File: src/rtl/clk_bank_divider.sv
module clk_bank_divider #(
  parameter int CW = 5
) (
  input  logic       clk,
  input  logic       rst,
  input  logic [3:0] fsel,
  input  logic [2:0] fbsel,
  input  logic       sync_sel,
  output logic       qa,
  output logic       qb,
  output logic       qc,
  output logic       qd,
  output logic       qfb,
  output logic       sync
);

  localparam logic [CW-1:0] ONE = CW'(1);

  logic [CW-1:0] div_a, div_b, div_c, div_f;
  logic [CW-1:0] cnt_a, cnt_b, cnt_c, cnt_f;
  logic [CW-1:0] nxt_a, nxt_b, nxt_c, nxt_f;

  always_comb begin
    case (fsel)
      4'd0:  {div_a, div_b, div_c} = {CW'(2), CW'(2), CW'(2)};
      4'd1:  {div_a, div_b, div_c} = {CW'(4), CW'(4), CW'(4)};
      4'd2:  {div_a, div_b, div_c} = {CW'(2), CW'(4), CW'(4)};
      4'd3:  {div_a, div_b, div_c} = {CW'(4), CW'(8), CW'(8)};
      4'd4:  {div_a, div_b, div_c} = {CW'(2), CW'(6), CW'(6)};
      4'd5:  {div_a, div_b, div_c} = {CW'(4), CW'(6), CW'(6)};
      4'd6:  {div_a, div_b, div_c} = {CW'(2), CW'(8), CW'(8)};
      4'd7:  {div_a, div_b, div_c} = {CW'(6), CW'(8), CW'(8)};
      4'd8:  {div_a, div_b, div_c} = {CW'(6), CW'(8), CW'(24)};
      4'd9:  {div_a, div_b, div_c} = {CW'(6), CW'(8), CW'(12)};
      4'd10: {div_a, div_b, div_c} = {CW'(4), CW'(4), CW'(8)};
      4'd11: {div_a, div_b, div_c} = {CW'(2), CW'(2), CW'(6)};
      4'd12: {div_a, div_b, div_c} = {CW'(4), CW'(4), CW'(6)};
      4'd13: {div_a, div_b, div_c} = {CW'(6), CW'(6), CW'(8)};
      4'd14: {div_a, div_b, div_c} = {CW'(8), CW'(8), CW'(8)};
      default: {div_a, div_b, div_c} = {CW'(6), CW'(6), CW'(6)};
    endcase
  end

  always_comb begin
    case (fbsel)
      3'd0: div_f = CW'(2);
      3'd1: div_f = CW'(4);
      3'd2: div_f = CW'(6);
      3'd3: div_f = CW'(8);
      3'd4: div_f = CW'(12);
      default: div_f = CW'(16);
    endcase
  end

  assign nxt_a = (cnt_a >= div_a - ONE) ? '0 : cnt_a + ONE;
  assign nxt_b = (cnt_b >= div_b - ONE) ? '0 : cnt_b + ONE;
  assign nxt_c = (cnt_c >= div_c - ONE) ? '0 : cnt_c + ONE;
  assign nxt_f = (cnt_f >= div_f - ONE) ? '0 : cnt_f + ONE;

  function automatic logic first_half(input logic [CW-1:0] n, input logic [CW-1:0] d);
    return {n, 1'b0} < {1'b0, d};
  endfunction

  always_ff @(posedge clk) begin
    if (rst) begin
      cnt_a <= '1;
      cnt_b <= '1;
      cnt_c <= '1;
      cnt_f <= '1;
      qa    <= 1'b0;
      qb    <= 1'b0;
      qc    <= 1'b0;
      qfb   <= 1'b0;
      sync  <= 1'b0;
    end else begin
      cnt_a <= nxt_a;
      cnt_b <= nxt_b;
      cnt_c <= nxt_c;
      cnt_f <= nxt_f;
      qa    <= first_half(nxt_a, div_a);
      qb    <= first_half(nxt_b, div_b);
      qc    <= first_half(nxt_c, div_c);
      qfb   <= first_half(nxt_f, div_f);
      if (nxt_a == '0) sync <= (nxt_c == '0);
    end
  end

  assign qd = sync_sel ? qc : sync;

  a_r1_reset_low: assert property (@(posedge clk)
    rst |=> (!qa && !qb && !qc && !qd && !qfb && !sync));

  a_r2_aligned_start: assert property (@(posedge clk) disable iff (rst)
    ($past(rst, 2) && !$past(rst)) |-> (qa && qb && qc && qfb));

  a_r7_sync_on_qa_rise: assert property (@(posedge clk) disable iff (rst)
    !$stable(sync) |-> $rose(qa));

  a_r6_sync_with_qc: assert property (@(posedge clk) disable iff (rst)
    $rose(sync) |-> $rose(qc));

endmodule

File: config.mk
export PLATFORM = sky130hd
export DESIGN_NAME = clk_bank_divider
export DESIGN_NICKNAME = d
export VERILOG_FILES = /design/src/rtl/clk_bank_divider.sv
export SDC_FILE = /design/constraint.sdc
export NUM_CORES = 1
export LEC_CHECK = 0
export ABC_AREA = 1
export BUFFER_PORTS_ARGS = -buffer_cell sky130_fd_sc_hd__buf_4
export CORE_ASPECT_RATIO = 1.25
export CORE_MARGIN = 1
export CORE_UTILIZATION = 45
export DETAILED_ROUTE_END_ITERATION = 12
export REMOVE_ABC_BUFFERS = 1
export SYNTH_ARGS = -nofsm -noshare
export SYNTH_HDL_FRONTEND = slang
export SYNTH_SLANG_ARGS = --single-unit
export TNS_END_PERCENT = 5
File: constraint.sdc
create_clock -name clk -period 3.4 [get_ports clk]
set_input_delay 0.51 -clock clk [delete_from_list [all_inputs] [get_ports clk]]
set_output_delay 0.51 -clock clk [all_outputs]
set_load 0.01 [all_outputs]
# Yosys cells after proc, flatten, opt, wreduce, memory -nomap -nowiden

Memory sizes are Yosys's and may differ from the RTL's.
Cells that the tools add are included.

Input port bits: 10
Memory bits (read-only): 160
RAM bits: 0
Register bits: 25
Logic and storage cells: 39
Memories kept: 1
Latch bits: 0
Output and inout port bits: 6

Memories:

| memory          | words | bits a word | rd ports | clocked after memory_dff | wr ports | line | text |
|---|---|---|---|---|---|---|---|
| (no name shown) | 16    | 10          | 1        | 0                        | 0        | 24   | `case (fsel)` |

Bitwise logic cells: 0
Multiplexer cells: 6
Equality and inequality tests: 4
$lt $le $gt $ge: 8
Add/subtract/negate cells: 8
Divide/modulo/power cells: 0
Shift operators: 0
$mul: 0
Reductions and logical operators: 3

Operators with widths:

| kind                                                | number |
|---|---|
| one-hot mux 5 bit (5 select lines)                  | 1 |
| < comparator 6 x 5 -> 1 bit                         | 4 |
| adder 5 x 1 -> 5 bit, second input constant         | 4 |
| >= comparator 5 bit                                 | 4 |
| two-way mux 5 bit                                   | 4 |
| subtractor 5 x 1 -> 5 bit, second input constant    | 4 |
| logical NOT 5 bit                                   | 2 |
| equality test 3 x 2 -> 1 bit, second input constant | 2 |
| equality test 3 x 1 -> 1 bit, second input constant | 1 |
| equality test 3 bit, second input constant          | 1 |
| logical NOT 3 bit                                   | 1 |
| two-way mux 1 bit                                   | 1 |

# Logic depth before layout (Yosys ltp)

Depth after elaboration: 6
Gate-level depth with buffers: 23
Gate-level depth less buffers: 23

# Worst setup path before layout

No wires, ideal clock.

Path kind: input -> register
Start point: in fsel[0]
End point: reg qc
Library setup time: 0.066 ns
Stages on the path: 22
Required time: 3.334 ns
Slack: 0.297 ns
Path buffers: 0
Arrival: 3.037 ns
Cells stage by stage: inv_1 -> ha_1 -> nand2_2 -> inv_1 -> o31ai_2 -> inv_1 -> ha_1 -> xor2_1 -> ha_1 -> nand2_1 -> nor2_1 -> nand2_1 -> nand2_1 -> inv_1 -> nand2_1 -> inv_1 -> ha_1 -> nand2_1 -> inv_1 -> nand2_2 -> nand3_2 -> a21oi_2

Word-level cells in the longest chain between the ends: 5

RTL lines:

| element                     | line | text |
|---|---|---|
| start, declared             | 6    | `input logic [3:0] fsel,` |
| memory (16 x 10 bit)        | n/a  |  |
| subtractor 5 x 1 -> 5 bit   | 57   | `assign nxt_c = (cnt_c >= div_c - ONE) ? '0 : cnt_c + ONE;` |
| >= comparator 5 bit         | 57   |  |
| two-way mux 5 bit           | 57   |  |
| net nxt_c[1]                | 21   | `logic [CW-1:0] nxt_a, nxt_b, nxt_c, nxt_f;` |
| < comparator 6 x 5 -> 1 bit | 61   | `return {n, 1'b0} < {1'b0, d};` |
| end signal, assigned        | 82   | `qc <= first_half(nxt_c, div_c);` |
| end, declared               | 11   | `output logic qc,` |

The timed path passes the listed nets, and every way through them passes these cells.
A chain may end at the register's enable or synchronous reset.

# Worst setup path after layout

Same ends and word-level chain as after synthesis.

==> run_results.csv <==
group,metric,value,unit
placement,dpl.cell_count,379,
finish,fillers,460,
cts,numCtsBuffers,3,
critical_path,end_kind,"flop",
logic_synthesis,yosysWarningCount,0,
critical_path,reg2reg_slack,1350,ps
logic_synthesis,async_reset_ff_share,0,%
critical_path,ff2ff_path_depth,12,
placement,io_buffers,15,
global_route,grt_usage,18.9,%
drt,drt-total-wl,4.11,mm
finish,drive_gt1_share,13.2,%
sta,fmax,324,MHz
sta,hold_viol,0,
drt,vias_per_cell,4.90,
logic_synthesis,synthCells,304,
critical_path,r2r_start,"cnt_f[2]",
finish,multi_input_area,1460,sq um
worst_hold_path,worstHoldStart,"rst",
drt,drt-initial-drc-count,57,
critical_path,cp_max_fo,5,
sta,rsz0062_at_grt,"false",
cts,cts_hold_buffers,0,
status,outcome,"completed",
critical_path,cp.required,3610,ps
finish,antenna_cells,0,
critical_path,cpPeakStageDelay,310,ps
worst_hold_path,hold_end,"cnt_f[2]",
drt,drtPass1Iterations,4,
logic_synthesis,netlist_area,2130,sq um
cts,clk_latency,270,ps
global_route,grt_pass1_wl,7.63,mm
logic_synthesis,synth_common_cells,"nand2_1, ha_1, inv_1",
sta,slew_violations,0,
power_and_ir_drop,ir_drop,0.285,mV
logic_synthesis,synth.most_common_cell,"nand2_1",
floorplanning,die-width,63.6,microns
floorplanning,die_area,5020,sq um
cts,cts_root_buf,"clkbuf_8",
global_route,grt_pass1_vias,1747,
logic_synthesis,yosys.area.top_type,"dfxtp_1",
floorplanning,pin_count,16,
placement,place.gp.congestion,0.820,
power_and_ir_drop,p_leak,1.32,nW
finish,area_growth,11.8,%
worst_hold_path,hp-class,"input port to flop",
floorplanning,core,4490,sq um
critical_path,cp_slowest_cell,"ha_1",
cts,post_cts_resized,0,
cts,cts_tree,"done",
cts,clock_sinks,25,
cts,cts_buffer_depth,2,
logic_synthesis,ys_seq_area_share,23.4,%
floorplanning,num_rows,27,
finish,nets,375,
logic_synthesis,synth_area_leaders,"dfxtp_1, ha_1, nand2_1",
sta,period_share,90.7,%
cts,cts_max_level,1,
drt,wl_per_cell,10.7,microns
placement,dp.final_hpwl,3.41,mm
global_route,overflow,0,
sta,min_period,3080,ps
critical_path,start_kind,"input port",
drt,antenna_left,0,
floorplanning,start_util,47.5,%
critical_path,critPathTopFamily,"adder cells",
critical_path,path_class,"input port to flop",
cts,path_clk_slew,90,ps
drt,via_count,1875,
critical_path,crit_chain,"buf_4, inv_2, ha_1, nand2_2, inv_1, o31ai_2, inv_1, ha_1, xor2_1, ha_1, nand2_1, nor2_1, nand2_1, nand2_1, inv_1, nand2_1, inv_1, ha_1, nand2_1, inv_1, nand2_2, nand3_2, a21oi_2",
logic_synthesis,synth-seq-cells,25,
finish,fin_cells,383,
critical_path,path_buf_inv,7,
global_route,antenna_found_initial,0,
critical_path,r2r-end,"qfb",
finish,seq_area,500,sq um
power_and_ir_drop,p_per_area,527,nW/um^2
logic_synthesis,yosys.area.top_type_share,23.4,%
critical_path,critPathArrivalTime,3290,ps
logic_synthesis,synth_cell_types,34,
global_route,grt_max_degree,16,
logic_synthesis,avgSynthCellArea,7.02,sq um
run,maxCapViolCount,0,
sta,setup_violations,0,
floorplanning,die_y,79,microns
logic_synthesis,synth_flop_cell,"dfxtp_1",
sta,hold_slack,438,ps
logic_synthesis,synth-edff-count,0,
cts,postCtsSetupRepairBufs,0,
sta,clock_skew,6.15,ps
worst_hold_path,holdPathStages,2,
drt,drc_errors,0,
-- stage by stage --
step	TNS, ps	total power [mW]	util (%)	setup WS [ps]	cell area [sq um]
after floorplan	0	0.903	-	297	2120
after global placement	-11.9	1.09	52.0	-11.9	2340
after detailed placement	-34.5	1.09	52.0	-34.5	2340
after CTS	0	1.27	53.0	248	2380
after global routing	0	1.41	53.1	44.3	2390
final	0	1.26	53.1	316	2390
-- logic make-up after synthesis --
kind of cell | share of synthesized area (%)
other | 0.176
flip-flops | 23.4
AND/OR/NAND/NOR | 29.4
AO/OA/AOI/OAI | 12.1
XOR/XNOR | 3.69
buffers and inverters | 8.38
adder cells (fa/ha/maj) | 22.9
-- worst max-delay path by stage --
stage / start / to / slack, ps / cells after the start
after floorplan: fsel[0] / qc / 300 / 22
after global placement: fsel[0] / qc / -10 / 23
after detailed placement: fsel[0] / qc / -30 / 23
after CTS: fsel[0] / qc / 250 / 23
after global routing: fsel[0] / qc / 40 / 23
final: fsel[0] / qc / 320 / 23
-- cell usage in the layout (no fill, tap or decap), types with 3 or more instances in the layout --
cell type	count
nand2_2	3
inv_2	4
buf_4	20
xor2_1	5
o21ai_1	7
a21oi_1	10
xnor2_1	4
o21ai_0	13
clkbuf_8	3
inv_1	36
ha_1	39
nand2_1	82
nor2_1	28
nand3_1	14
nand4_1	6
dfxtp_1	25
-- report_power, final --
| group | internal, mW | switching [mW] |
|---|---|---|
| Combinational | 0.286 | 0.366 |
| Clock | 0.0838 | 0.0930 |
| Sequential | 0.367 | 0.0630 |
-- registers in the layout (all words and copies together), names as in the netlist --
name	count
cnt_a	5
cnt_b	5
cnt_c	5
cnt_f	5
qa	1
qb	1
qc	1
qfb	1
sync	1
-- cell type report --
| type | count | share of cell area [%] |
|---|---|---|
| flip-flops and latches | 25 | 21.0 |
| clock buffers | 4 | 1.89 |
| repair buffers | 20 | 6.29 |
| inverters | 42 | 6.71 |
| well taps | 58 | 3.04 |
| multi-input cells | 234 | 61.1 |
-- metal layers --
layer | GRT usage [%] | wire (microns) | up-vias
li1 | - | - | 1033
met3 | 1.29 | 79 | 4
met2 | 33.2 | 1990 | 22
met4 | 6.14 | 58 | 0
met1 | 24.1 | 1970 | 816
met5 | 0 | 0 | -
(Power assumes the default switching activity.)
